==> src/rtl/irq_merge_pkg.sv <==
package irq_merge_pkg;
    localparam int LVL_W = 3;
    typedef logic [LVL_W-1:0] lvl_t;

    localparam lvl_t CODE_NONE  = 3'b000;
    localparam lvl_t CODE_SLOT  = 3'b111;
    localparam lvl_t CODE_L6    = 3'b110;
    localparam lvl_t CODE_L5    = 3'b101;
    localparam lvl_t CODE_L4    = 3'b100;
    localparam lvl_t CODE_L2    = 3'b010;
    localparam lvl_t SLOT_LEVEL = 3'd6;
    localparam lvl_t IPL_IDLE_N = 3'b111;

    typedef struct packed {
        lvl_t level;
        lvl_t prim_ipl_n;
        logic sec_irq_n;
    } route_state_t;

    localparam route_state_t ROUTE_RESET = '{
        level:      CODE_NONE,
        prim_ipl_n: IPL_IDLE_N,
        sec_irq_n:  1'b1
    };
endpackage

==> src/rtl/irq_sync.sv <==
module irq_sync #(
    parameter int             WIDTH     = 4,
    parameter int             STAGES    = 2,
    parameter logic [WIDTH-1:0] RESET_VAL = '1
) (
    input  logic             clk,
    input  logic             rst_n,
    input  logic [WIDTH-1:0] async_i,
    output logic [WIDTH-1:0] sync_o
);
    logic [STAGES-1:0][WIDTH-1:0] chain_d, chain_q;

    always_comb begin
        chain_d[0] = async_i;
        for (int s = 1; s < STAGES; s++) begin
            chain_d[s] = chain_q[s-1];
        end
    end

    always_ff @(posedge clk or negedge rst_n) begin
        if (!rst_n) begin
            chain_q <= {STAGES{RESET_VAL}};
        end else begin
            chain_q <= chain_d;
        end
    end

    assign sync_o = chain_q[STAGES-1];
endmodule

==> src/rtl/irq_prio_decode.sv <==
module irq_prio_decode
    import irq_merge_pkg::*;
(
    input  lvl_t ipl_n_i,
    input  logic slot_n_i,
    output lvl_t code_o,
    output lvl_t merged_ipl_n_o,
    output logic pending_o
);
    lvl_t level_in;
    lvl_t chain_code;

    assign level_in = ~ipl_n_i;

    always_comb begin
        unique case (level_in)
            3'd6:    chain_code = CODE_L6;
            3'd5:    chain_code = CODE_L5;
            3'd4:    chain_code = CODE_L4;
            3'd2:    chain_code = CODE_L2;
            default: chain_code = CODE_NONE;
        endcase
    end

    always_comb begin
        if (!slot_n_i) begin
            code_o         = CODE_SLOT;
            merged_ipl_n_o = ~SLOT_LEVEL;
        end else if (chain_code != CODE_NONE) begin
            code_o         = chain_code;
            merged_ipl_n_o = ipl_n_i;
        end else begin
            code_o         = CODE_NONE;
            merged_ipl_n_o = IPL_IDLE_N;
        end
        pending_o = (code_o != CODE_NONE);
    end
endmodule

==> src/rtl/irq_read_port.sv <==
module irq_read_port
    import irq_merge_pkg::*;
#(
    parameter int DATA_W = 8
) (
    input  logic              clk,
    input  logic              rst_n,
    input  logic              rd_en_i,
    input  lvl_t              level_i,
    output logic [DATA_W-1:0] rd_data_o
);
    localparam int PAD_W = DATA_W - LVL_W;

    logic [DATA_W-1:0] rd_data_d, rd_data_q;

    always_comb begin
        rd_data_d = rd_data_q;
        if (rd_en_i) begin
            rd_data_d = {{PAD_W{1'b0}}, level_i};
        end
    end

    always_ff @(posedge clk or negedge rst_n) begin
        if (!rst_n) begin
            rd_data_q <= '0;
        end else begin
            rd_data_q <= rd_data_d;
        end
    end

    assign rd_data_o = rd_data_q;

    assert_read_returns_level_R10: assert property (@(posedge clk) disable iff (!rst_n)
        rd_en_i |=> rd_data_o == {{PAD_W{1'b0}}, $past(level_i)});

    assert_read_holds_R10: assert property (@(posedge clk) disable iff (!rst_n)
        !rd_en_i |=> $stable(rd_data_o));
endmodule

==> src/rtl/irq_level_router.sv <==
module irq_level_router
    import irq_merge_pkg::*;
#(
    parameter int DATA_W      = 8,
    parameter int SYNC_STAGES = 2
) (
    input  logic              clk,
    input  logic              rst_n,
    input  logic [2:0]        ipl_n_i,
    input  logic              slot_irq_n_i,
    input  logic              route_sel_i,
    input  logic              rd_en_i,
    output logic [DATA_W-1:0] rd_data_o,
    output logic [2:0]        prim_ipl_n_o,
    output logic              sec_irq_n_o
);
    localparam int SYNC_W = LVL_W + 1;

    logic [SYNC_W-1:0] sync_bus;
    lvl_t ipl_n_s;
    logic slot_n_s;
    lvl_t code;
    lvl_t merged_ipl_n;
    logic pending;

    route_state_t st_d, st_q;

    irq_sync #(
        .WIDTH     (SYNC_W),
        .STAGES    (SYNC_STAGES),
        .RESET_VAL ({SYNC_W{1'b1}})
    ) u_sync (
        .clk     (clk),
        .rst_n   (rst_n),
        .async_i ({slot_irq_n_i, ipl_n_i}),
        .sync_o  (sync_bus)
    );

    assign ipl_n_s  = sync_bus[LVL_W-1:0];
    assign slot_n_s = sync_bus[LVL_W];

    irq_prio_decode u_decode (
        .ipl_n_i        (ipl_n_s),
        .slot_n_i       (slot_n_s),
        .code_o         (code),
        .merged_ipl_n_o (merged_ipl_n),
        .pending_o      (pending)
    );

    always_comb begin
        st_d            = st_q;
        st_d.level      = code;
        st_d.prim_ipl_n = route_sel_i ? IPL_IDLE_N : merged_ipl_n;
        st_d.sec_irq_n  = ~(route_sel_i & pending);
    end

    always_ff @(posedge clk or negedge rst_n) begin
        if (!rst_n) begin
            st_q <= ROUTE_RESET;
        end else begin
            st_q <= st_d;
        end
    end

    irq_read_port #(
        .DATA_W (DATA_W)
    ) u_read (
        .clk       (clk),
        .rst_n     (rst_n),
        .rd_en_i   (rd_en_i),
        .level_i   (st_q.level),
        .rd_data_o (rd_data_o)
    );

    assign prim_ipl_n_o = st_q.prim_ipl_n;
    assign sec_irq_n_o  = st_q.sec_irq_n;

    assert_slot_wins_R2: assert property (@(posedge clk) disable iff (!rst_n)
        !slot_n_s |=> st_q.level == CODE_SLOT);

    assert_no_unsupported_code_R5: assert property (@(posedge clk) disable iff (!rst_n)
        st_q.level != 3'b001 && st_q.level != 3'b011);

    assert_sec_needs_level_R6: assert property (@(posedge clk) disable iff (!rst_n)
        !sec_irq_n_o |-> st_q.level != CODE_NONE);

    assert_prim_parked_R7: assert property (@(posedge clk) disable iff (!rst_n)
        route_sel_i |=> prim_ipl_n_o == IPL_IDLE_N);

    assert_sec_quiet_R8: assert property (@(posedge clk) disable iff (!rst_n)
        !route_sel_i |=> sec_irq_n_o);
endmodule

==> config.mk <==
export PLATFORM = sky130hd
export DESIGN_NAME = irq_level_router
export DESIGN_NICKNAME = d
export VERILOG_FILES = /design/src/rtl/irq_merge_pkg.sv /design/src/rtl/irq_sync.sv /design/src/rtl/irq_prio_decode.sv /design/src/rtl/irq_read_port.sv /design/src/rtl/irq_level_router.sv
export SDC_FILE = /design/constraint.sdc
export NUM_CORES = 1
export LEC_CHECK = 0
export ABC_AREA = 1
export CELL_PAD_IN_SITES_DETAIL_PLACEMENT = 1
export CELL_PAD_IN_SITES_GLOBAL_PLACEMENT = 1
export CORE_MARGIN = 10
export CORE_UTILIZATION = 30
export CTS_CLUSTER_DIAMETER = 100
export DETAILED_ROUTE_END_ITERATION = 10
export PLACE_DENSITY_LB_ADDON = 0.1
export SLEW_MARGIN = 0
export SYNTH_ARGS = -nofsm -noshare
export SYNTH_HDL_FRONTEND = slang
export SYNTH_SLANG_ARGS = --single-unit
==> constraint.sdc <==
create_clock -name clk -period 0.8 [get_ports clk]
set_input_delay 0.08 -clock clk [delete_from_list [all_inputs] [get_ports clk]]
set_output_delay 0.08 -clock clk [all_outputs]
set_load 0.03 [all_outputs]
==> results by group, run 1 <==
Worst setup path
  – Nature of the critical path endpoint: primary output
  – Buffering stage count on the worst path with inverters included: 1
  – Top cell family by delay on the critical path: flip-flops
  – Crit path cell chain: buf_6
  – Endpoint arrival time on the critical path: 950 ps
  – Worst stage delay on the critical path: 540 ps
  – Depth of the most critical reg-to-reg path: 3
  – Start-to-end type of the worst setup path: reg -> out
  – Worst EP required: between 700 and 800 ps
  – Worst flop-to-flop path endpoint: prim_ipl_n_o[0]
  – Origin of the critical flop-to-flop path: u_sync.sync_o[1]
  – Slowest stage cell on the critical path: sky130_fd_sc_hd__dfstp_2
  – Reg2Reg Setup Slack: -70 ps
  – Max FO, Critical Path: 1
  – Startpoint type of the worst setup path: flop

Synthesis
  – Biggest area contributors in the synthesized netlist: sky130_fd_sc_hd__dfstp_2 49%, sky130_fd_sc_hd__dfrtp_1 23%, sky130_fd_sc_hd__buf_4 9.4%
  – YS warnings: 0
  – Seq/Total Area, Yosys: between 70 and 80%
  – Synth unique cells: 14
  – Count of state elements after synthesis: 18
  – Share of cell area taken by muxes after synthesis: 0%
  – Main combinational cell family by area after synthesis: buffers and inverters
  – Fraction of the mapped netlist area in simple logic gates: approximately a tenth
  – Cell area after technology mapping: roughly 640 sq um
  – Proportion of netlist area held by the largest area contributor: between 40% and 50%
  – Most area-hungry cell type in the Yosys netlist: sky130_fd_sc_hd__dfstp_2
  – Synthesized-area fraction occupied by ao, oa, aoi and oai cells: under 10%
  – Post-Syn Area per Cell: ~13 sq um
  – XOR/XNOR share of the synthesized area: 0%
  – Synth Instances: 51
  – Share of synthesized cell area in full adder, half adder and majority cells: 0%

CTS
  – H-tree lvl count: 1
  – Skew-Pair Late Insertion Delay: ~280 ps
  – Clock slew at the register clock pins of the worst setup and hold paths: 90 ps
  – TritonCTS clock tree: built
  – CTS Sinks: 18
  – Clock buffers created by TritonCTS: 3
  – Maximum root-to-sink buffer count: 2
  – CTS Root Cell: sky130_fd_sc_hd__clkbuf_4

Global routing
  – Pin count of the biggest net entering global routing: 19
  – Number of antenna violations at the first check in global routing: 0
  – Number of global-route vias before repair: 401
  – Gr usage total: 5.439%
  – Overflow left after global routing: 0
  – Wire length of the first global-routing pass: about 1800 um

Die
  – Top-level I/O count: 20
  – Die width: around 66 um
  – Count of standard-cell rows: 16
  – Chip height: around 66 um
  – Initial standard-cell utilization of the core: 31.94%
  – Area of the placeable core: 2002 sq um
  – Die ar.: 4378 sq um

Job
  – Maximum Capacitance Violations: 0

Timing
  – Peak clock frequency supported by timing: between 900 and 1000 MHz
  – Time the final worst path needs with I/O delays and setup: slightly above 1000 ps
  – Final Hold Violating Endpoints: 0
  – Worst-case hold slack: approximately 130 ps
  – PnR worst setup slack: -225.5 ps
  – Final worst clock skew: 2.582 ps
  – Unrepaired setup endpoints after global routing: yes
  – Endpoints failing setup: 14
  – Final period utilization: 128.2%
  – Number of max-slew violations in the final report: 0
  – Post-Route Setup TNS: -1528 ps

Placement
  – Final HPWL DP: 805.4 um
  – DP Cell Count: 89
  – Pre-CTS worst setup slack: -79.37 ps
  – Cell area after placement: just under 800 sq um
  – Global placer's final weighted congestion: between 0.6 and 0.7
  – Port bufs: 14

Finish
  – Final non-filler cell area: a little under 900 sq um
  – Share of layout cells above drive strength 1: between 50% and 60%
  – Final Instance Count excl. Fillers: a little under 100
  – Net count of the finished layout: 79
  – Layout overhead on the synthesized area: 37.96%
  – Number of antenna repair diodes: 0
  – Post-route core utilization: around 44%

Worst hold path
  – HP Class: in -> async

Pwr
  – Power per standard cell area: a little under 2000 nW/um^2
  – Reported leakage power: around 0.4 nW
  – Total power: about 1.8 mW
  – Worst supply voltage drop on vdd: 1.112 mV

Route
  – Routed length per placed instance: ~11 um
  – Final antenna-violating net count: 0
  – Number of remaining DRC errors: 0
  – Pre-antenna DRT Iters: 3
  – Average via count per standard cell: approximately 3.9
  – Total length of routed wires: 1094 um
  – Total vias in the final route: approximately 380
  – Initial DRC Count: 4

Status
  – Failing checks: negative setup slack
  – Run status: finished with violations
## timing repair
action,CTS,global route
pin swaps,0,1
gates resized for setup,8,6
cloned,0,0
buffers inserted,2,2
hold buffers,0,0
setup endpoints to repair,14,14
## flip-flops by register name, summed over array words and instances (netlist names)
| name | flops |
|---|---|
| u_sync.chain_d | 4 |
| u_read.rd_data_o | 3 |
| prim_ipl_n_o | 3 |
| u_sync.sync_o | 4 |
| st_q | 3 |
| sec_irq_n_o | 1 |
## routing by layer
metal | part of all wire [%] | track usage, %
met4 | 1.2 | 1.571
met5 | 0 | 0
met1 | 36 | 5.015
met3 | 13 | 4.237
met2 | 50 | 9.091
## worst max path at each step
stage	from	endpoint	cells past startpoint
2_1_floorplan	u_sync.sync_o[2]	st_q[6]	3
3_3_place_gp	rd_en_i	u_read.rd_data_o[1]	2
3_5_place_dp	rd_en_i	u_read.rd_data_o[2]	2
4_1_cts	prim_ipl_n_o[0]	prim_ipl_n_o[0]	1
5_1_grt	prim_ipl_n_o[0]	prim_ipl_n_o[0]	1
6_report	prim_ipl_n_o[0]	prim_ipl_n_o[0]	1
## power breakdown
part	switching (mW)	total, mW	internal [mW]
logic	0.160	0.293	0.133
clock network	0.242	0.435	0.193
registers	0.0354	1.03	0.991
total	0.437	1.75	1.32
## synth_stat cells
library cell,n
sky130_fd_sc_hd__conb_1,1
sky130_fd_sc_hd__o21ai_0,3
sky130_fd_sc_hd__nand2_2,2
sky130_fd_sc_hd__dfrtp_1,6
sky130_fd_sc_hd__nor2_1,1
sky130_fd_sc_hd__dfstp_2,12
sky130_fd_sc_hd__buf_4,8
sky130_fd_sc_hd__inv_2,2
sky130_fd_sc_hd__nand3_2,1
sky130_fd_sc_hd__nand3_1,1
sky130_fd_sc_hd__inv_1,4
sky130_fd_sc_hd__o21ai_1,1
sky130_fd_sc_hd__nand4_1,1
sky130_fd_sc_hd__nand2_1,8
## cells by family (layout without fill, tap and decap cells)
| group | count (synthesis) | after routing |
|---|---|---|
| DFF | 18 | 18 |
| and+or+nand+nor | 14 | 14 |
| buffers and inverters | 14 | 29 |
| AOI/OAI and AO/OA | 4 | 4 |
| other | 1 | 5 |
## layout make-up
cell class | count | area, sq um
Fill cell | 216 | 1120
Inverter | 6 | 22.52
Sequential cell | 18 | 465.4
Tap cell | 27 | 33.78
Clock buffer | 4 | 26.28
Timing Repair Buffer | 19 | 198.9
Multi-Input combinational cell | 23 | 135.1
## layout by cell type (no fill, tap or decap)
master	synthesis	final
sky130_fd_sc_hd__o21ai_2	0	1
sky130_fd_sc_hd__nand2_2	2	4
sky130_fd_sc_hd__buf_6	0	7
sky130_fd_sc_hd__dfstp_2	12	12
sky130_fd_sc_hd__nand3_2	1	1
sky130_fd_sc_hd__nand2_1	8	5
sky130_fd_sc_hd__nand3_4	0	1
sky130_fd_sc_hd__conb_1	1	5
sky130_fd_sc_hd__nand2_4	0	1
sky130_fd_sc_hd__buf_4	8	4
sky130_fd_sc_hd__buf_12	0	1
sky130_fd_sc_hd__clkbuf_4	0	3
sky130_fd_sc_hd__clkbuf_1	0	1
sky130_fd_sc_hd__dfrtp_1	6	6
sky130_fd_sc_hd__nor2_1	1	1
sky130_fd_sc_hd__inv_2	2	2
sky130_fd_sc_hd__clkdlybuf4s50_1	0	7
sky130_fd_sc_hd__nand4_1	1	1
sky130_fd_sc_hd__inv_1	4	4
sky130_fd_sc_hd__o21ai_0	3	3
No activity file was read; power rests on OpenSTA's default activity.
==> run 2, diff against run 1 <==
--- a/config.mk
+++ b/config.mk
@@ -8,7 +8,7 @@
 export ABC_AREA = 1
 export CELL_PAD_IN_SITES_DETAIL_PLACEMENT = 1
 export CELL_PAD_IN_SITES_GLOBAL_PLACEMENT = 1
-export CORE_MARGIN = 10
+export CORE_MARGIN = 1.5
 export CORE_UTILIZATION = 30
 export CTS_CLUSTER_DIAMETER = 100
 export DETAILED_ROUTE_END_ITERATION = 10
==> run 2 against run 1 <==
Net effect:
- the flow still finishes with violations (negative setup slack)
- flip-flop and latch count did not move
- global-route usage rose by 3.9 points
- first-iteration DRC count fell by 100%
- critical endpoint is now prim_ipl_n_o[2]
==> results by group, run 2 (same netlist as run 1, synthesis figures left out) <==
Status
  – Run status: finished with violations
  – Failing checks: negative setup slack

Pwr
  – Share of total power in combinational logic: between 15 and 20%
  – Net Sw Frac: ~24%
  – Internal power summed over all cells: 1.388 mW
  – Clock power share: ~29%
  – Part of the power in registers: 56.1%
  – Reported leakage power: 0.3945 nW
  – Net switching power figure: between 400 and 500 uW
  – Worst supply voltage drop on vdd: around 1.3 mV
  – Power per standard cell area: 2094 nW/um^2

Route
  – Total vias in the final route: roughly 370
  – Number of remaining DRC errors: 0
  – Pre-antenna DRT Iters: 1
  – Average via count per standard cell: ~3.9
  – Routed length per placed instance: ~10 um
  – Final antenna-violating net count: 0
  – Initial DRC Count: 0
  – Total length of routed wires: about 970 um

Worst setup path
  – Origin of the critical flop-to-flop path: u_sync.sync_o[1]
  – Max FO, Critical Path: 1
  – Reg2Reg Setup Slack: -80 ps
  – Crit path cell chain: buf_6
  – Worst flop-to-flop path endpoint: st_q[5]
  – Buffering stage count on the worst path with inverters included: 1
  – Worst EP required: roughly 700 ps
  – Start-to-end type of the worst setup path: reg -> out
  – Slowest stage cell on the critical path: sky130_fd_sc_hd__dfstp_2
  – Startpoint type of the worst setup path: flop
  – Top cell family by delay on the critical path: flip-flops
  – Nature of the critical path endpoint: primary output
  – Depth of the most critical reg-to-reg path: 3
  – Worst stage delay on the critical path: 540 ps
  – Endpoint arrival time on the critical path: 940 ps

CTS
  – Skew-Pair Late Insertion Delay: approximately 280 ps
  – Clock slew at the register clock pins of the worst setup and hold paths: 90 ps
  – Number of buffers added to fix hold violations after cts: 0
  – CTS Sinks: 18
  – Maximum root-to-sink buffer count: 2
  – TritonCTS clock tree: built
  – H-tree lvl count: 1
  – CTS Root Cell: sky130_fd_sc_hd__clkbuf_4
  – Clock buffers created by TritonCTS: 3

Die
  – Initial standard-cell utilization of the core: between 30% and 40%
  – Die width: between 40 and 50 um
  – Chip height: between 40 and 50 um
  – Count of standard-cell rows: 16
  – Die ar.: about 2400 sq um
  – Area of the placeable core: ~2000 sq um
  – Top-level I/O count: 20

Finish
  – Commonest non-fill, non-tap cells in the layout: 12 x sky130_fd_sc_hd__dfstp_2, 7 x sky130_fd_sc_hd__clkdlybuf4s50_1, 7 x sky130_fd_sc_hd__buf_6
  – Most common library cell in the layout ignoring fill and taps: sky130_fd_sc_hd__dfstp_2
  – Post-route core utilization: ~44%
  – Number of antenna repair diodes: 0
  – Final Instance Count excl. Fillers: 94
  – Share of layout cells above drive strength 1: between 50% and 60%
  – Filler Cells Inserted: about 220
  – Net count of the finished layout: 76
  – Layout overhead on the synthesized area: 36.79%

Global routing
  – Number of antenna violations at the first check in global routing: 0
  – Wire length of the first global-routing pass: 1614 um
  – Number of global-route vias before repair: 374
  – Gr usage total: a little under a tenth
  – Pin count of the biggest net entering global routing: 19
  – Overflow left after global routing: 0

Timing
  – Time the final worst path needs with I/O delays and setup: roughly 1000 ps
  – Post-Route Setup TNS: -1588 ps
  – Endpoints failing setup: 14
  – Final Hold Violating Endpoints: 0
  – Final period utilization: 127.7%
  – PnR worst setup slack: -221.5 ps
  – Final worst clock skew: approximately 2.2 ps
  – Unrepaired setup endpoints after global routing: yes
  – Number of max-slew violations in the final report: 0
  – Peak clock frequency supported by timing: around 980 MHz

Placement
  – Global placer's final weighted congestion: approximately 0.63
  – Pre-CTS worst setup slack: -114.9 ps
  – Final HPWL DP: between 600 and 700 um
  – DP Cell Count: 89
  – Port bufs: 14

Worst hold path
  – HP Class: in -> async

Job
  – Maximum Capacitance Violations: 0
[run 2: what timing repair did]
item | in CTS | in global routing
cloned | 0 | 0
resized for setup | 12 | 5
pin swaps | 0 | 2
endpoints found under the setup margin | 14 | 15
buffers inserted | 1 | 0
[run 2: routing by layer]
metal | part of all wire [%] | vias up | GRT usage (%)
met5 | 0 | - | 0
met3 | 6.2 | 2 | 6.135
li1 | - | 173 | -
met4 | 1.2 | 0 | 4.286
met1 | 39 | 181 | 10.10
met2 | 53 | 12 | 13.96
[run 2: layout make-up]
| class | count | area (sq um) | area share [%] |
|---|---|---|---|
| Inverter | 6 | 22.52 | 2.575 |
| Timing Repair Buffer | 16 | 176.4 | 20.17 |
| Clock buffer | 4 | 36.28 | 4.149 |
| Tap cell | 27 | 33.78 | 3.863 |
| Sequential cell | 18 | 465.4 | 53.22 |
| Multi-Input combinational cell | 23 | 140.1 | 16.02 |
[run 2: power groups by stage]
stage | clock (mW) | combinational [mW] | sequential, mW
global placement | 0 | 0.239 | 1.03
finish | 0.525 | 0.279 | 1.03
detailed placement | 0 | 0.240 | 1.03
floorplan | 0 | 0.116 | 1.07
global route | 0.589 | 0.301 | 1.04
CTS | 0.565 | 0.272 | 1.03
[run 2: worst max path at each step]
stage | to | cells after the start | startpoint
final | prim_ipl_n_o[2] | 1 | prim_ipl_n_o[2]
after global routing | prim_ipl_n_o[0] | 1 | prim_ipl_n_o[0]
after CTS | prim_ipl_n_o[2] | 1 | prim_ipl_n_o[2]
after detailed placement | u_read.rd_data_o[0] | 2 | rd_en_i
after global placement | u_read.rd_data_o[1] | 2 | rd_en_i
after floorplan | st_q[6] | 3 | u_sync.sync_o[2]
[run 2: per-stage QoR]
stage	cell area [sq um]	hold WS, ps	power [mW]
final	874.6	127.7	1.832
after global routing	874.6	122.9	1.925
after CTS	859.6	117.0	1.864
after detailed placement	770.7	347.6	1.273
after global placement	770.7	345.9	1.270
after floorplan	654.4	-215.6	1.183
==> run 3, diff against run 2 <==
--- a/config.mk
+++ b/config.mk
@@ -9,10 +9,11 @@
 export CELL_PAD_IN_SITES_DETAIL_PLACEMENT = 1
 export CELL_PAD_IN_SITES_GLOBAL_PLACEMENT = 1
 export CORE_MARGIN = 1.5
-export CORE_UTILIZATION = 30
+export CORE_UTILIZATION = 39
 export CTS_CLUSTER_DIAMETER = 100
 export DETAILED_ROUTE_END_ITERATION = 10
-export PLACE_DENSITY_LB_ADDON = 0.1
+export DONT_BUFFER_PORTS = 1
+export PLACE_DENSITY = 0.66
 export SLEW_MARGIN = 0
 export SYNTH_ARGS = -nofsm -noshare
 export SYNTH_HDL_FRONTEND = slang
==> run 3 against run 2 <==
Net effect:
- largest cell class unchanged
- power is 7.4% lower
- sequential share of layout area increased by 6.6 points
- critical path depth down 1
- routed wire length is 7.9% lower
- the run ends with negative hold slack, negative setup slack left
- non-clock buffer count down 5
- critical endpoint is now prim_ipl_n_o[0]
- clock power decreased by 16%
- via count is 3.5% lower
- combinational power is 27% lower
- maximum frequency is 2.8% higher
==> results by group, run 3 (same netlist as run 1, synthesis figures left out) <==
Global routing
  – Number of global-route vias before repair: between 300 and 400
  – Wire length of the first global-routing pass: between 1500 and 2000 um
  – Overflow left after global routing: 0
  – Pin count of the biggest net entering global routing: 19
  – Number of antenna violations at the first check in global routing: 0
  – Gr usage total: 12.28%

Timing
  – Endpoints failing setup: 14
  – Least-Margin Pin Slew: 751.9 ps
  – Time the final worst path needs with I/O delays and setup: between 900 and 1000 ps
  – Post-Route Setup TNS: -1369 ps
  – Final Hold Violating Endpoints: 6
  – Final worst clock skew: 11.31 ps
  – Worst-case hold slack: -85.36 ps
  – Number of max-slew violations in the final report: 0
  – Peak clock frequency supported by timing: 1006 MHz
  – PnR worst setup slack: -193.7 ps
  – Final period utilization: 124.2%
  – Max-Slew Margin vs Limit: 49.87%
  – Unrepaired setup endpoints after global routing: yes

Die
  – Initial standard-cell utilization of the core: between 40% and 50%
  – Count of standard-cell rows: 14
  – Die ar.: ~1900 sq um
  – Chip height: between 40 and 50 um
  – Die width: between 40 and 50 um
  – Top-level I/O count: 20
  – Area of the placeable core: about 1500 sq um

Pwr
  – Power per standard cell area: about 2200 nW/um^2
  – Share of total power in combinational logic: between 10% and 20%
  – Net switching power figure: between 400 and 500 uW
  – Reported leakage power: around 0.37 nW
  – Total power: between 1.5 and 2 mW
  – Internal power summed over all cells: approximately 1.3 mW
  – Part of the power in registers: 61.9%
  – Clock power share: a little over a quarter
  – Worst supply voltage drop on vdd: 1.089 mV
  – Net Sw Frac: 25.30%

Finish
  – Filler Cells Inserted: around 150
  – Share of layout cells above drive strength 1: a little under half
  – Commonest non-fill, non-tap cells in the layout: 12 x sky130_fd_sc_hd__dfstp_2, 6 x sky130_fd_sc_hd__dlygate4sd3_1, 6 x sky130_fd_sc_hd__dfrtp_1
  – Net count of the finished layout: between 70 and 80
  – Number of antenna repair diodes: 0
  – Most common library cell in the layout ignoring fill and taps: sky130_fd_sc_hd__dfstp_2
  – Layout overhead on the synthesized area: 21.72%
  – Final Instance Count excl. Fillers: slightly below 80
  – Final non-filler cell area: 778.2 sq um

Route
  – Average via count per standard cell: 4.551
  – Final antenna-violating net count: 0
  – Number of remaining DRC errors: 0
  – Pre-antenna DRT Iters: 1
  – Total length of routed wires: approximately 890 um
  – Total vias in the final route: 355
  – Initial DRC Count: 0
  – Routed length per placed instance: 11.40 um

CTS
  – CTS Root Cell: sky130_fd_sc_hd__clkbuf_4
  – TritonCTS clock tree: built
  – H-tree lvl count: 1
  – Clock slew at the register clock pins of the worst setup and hold paths: roughly 100 ps
  – Clock buffers created by TritonCTS: 3
  – Skew-Pair Late Insertion Delay: ~290 ps
  – CTS Sinks: 18
  – Maximum root-to-sink buffer count: 2
  – Number of buffers added to fix hold violations after cts: 7

Placement
  – DP Cell Count: 66
  – Global placer's final weighted congestion: roughly 0.66
  – Cell area after placement: between 600 and 700 sq um
  – Port bufs: 0

Worst setup path
  – Nature of the critical path endpoint: primary output
  – Start-to-end type of the worst setup path: reg -> out
  – Worst EP required: ~720 ps
  – Reg2Reg Setup Slack: -60 ps
  – Startpoint type of the worst setup path: flop
  – Max FO, Critical Path: 1
  – Endpoint arrival time on the critical path: 910 ps

Job
  – Maximum Capacitance Violations: 0

Status
  – Failing checks: negative hold slack, negative setup slack
  – Run status: finished with violations

Worst hold path
  – HP Class: in -> async
run 3: cell types whose count changed in the layout (fill, tap and decap cells not counted), sizes merged:
| cell | before | now |
|---|---|---|
| dlygate4sd3 | 0 | 6 |
| clkdlybuf4s50 | 7 | 0 |
| dlymetal6s4s | 0 | 1 |
| buf | 9 | 4 |
run 3: final cells by class:
cell class	count	area, sq um	area share [%]
timing repair buffer	11	113.9	14.63
inverter	6	25.02	3.215
tap	16	20.02	2.572
clock buffer	4	26.28	3.376
multi-input combinational	23	127.6	16.40
sequential	18	465.4	59.81
run 3: repair_timing:
item	CTS	global route
hold endpoints to repair	29	6
buffers inserted	0	1
pin swaps	2	3
cloned	0	0
endpoints found under the setup margin	14	32
gates resized for setup	5	7
run 3: power groups by stage:
stage / registers (mW) / logic [mW] / clock network (mW)
after floorplan: 1.07 / 0.116 / 0
after global placement: 1.06 / 0.130 / 0
after detailed placement: 1.06 / 0.133 / 0
after CTS: 1.05 / 0.192 / 0.484
after global routing: 1.06 / 0.229 / 0.519
final: 1.05 / 0.205 / 0.441
run 3: worst paths after layout:
path,startpoint,cells past startpoint,endpoint
max in group asynchronous,rst_n,1,st_q[5]
min in group clk,ipl_n_i[0],1,u_sync.chain_d[4]
worst min-delay path,rst_n,1,u_read.rd_data_o[2]
worst max register to register,u_sync.sync_o[2],4,sec_irq_n_o
worst min register to register,u_sync.chain_d[4],0,u_sync.sync_o[0]
worst max-delay path,prim_ipl_n_o[0],0,prim_ipl_n_o[0]
run 3: worst reg2reg max path, cell delays in order (launching register included):
cell	delay (ps)
sky130_fd_sc_hd__dfstp_2	560
sky130_fd_sc_hd__inv_4	50
sky130_fd_sc_hd__nand2_4	70
sky130_fd_sc_hd__nand3_2	80
sky130_fd_sc_hd__nand2_1	60
run 3: through the flow:
| stage | setup WS, ps | util [%] |
|---|---|---|
| 6_report | -193.7 | 51.07 |
| 5_1_grt | -238.9 | 51.07 |
| 4_1_cts | -214.7 | 49.34 |
| 3_5_place_dp | -46.55 | 41.79 |
| 3_3_place_gp | -36.06 | 41.79 |
| 2_1_floorplan | 8.941 | - |
run 3: metal layers:
layer	vias to the layer above	part of all wire [%]	GRT usage, %
met5	-	0	0
met2	15	57	20.60
met4	0	1.8	5.455
met3	2	6.0	7.500
met1	176	35	12.05
li1	162	-	-
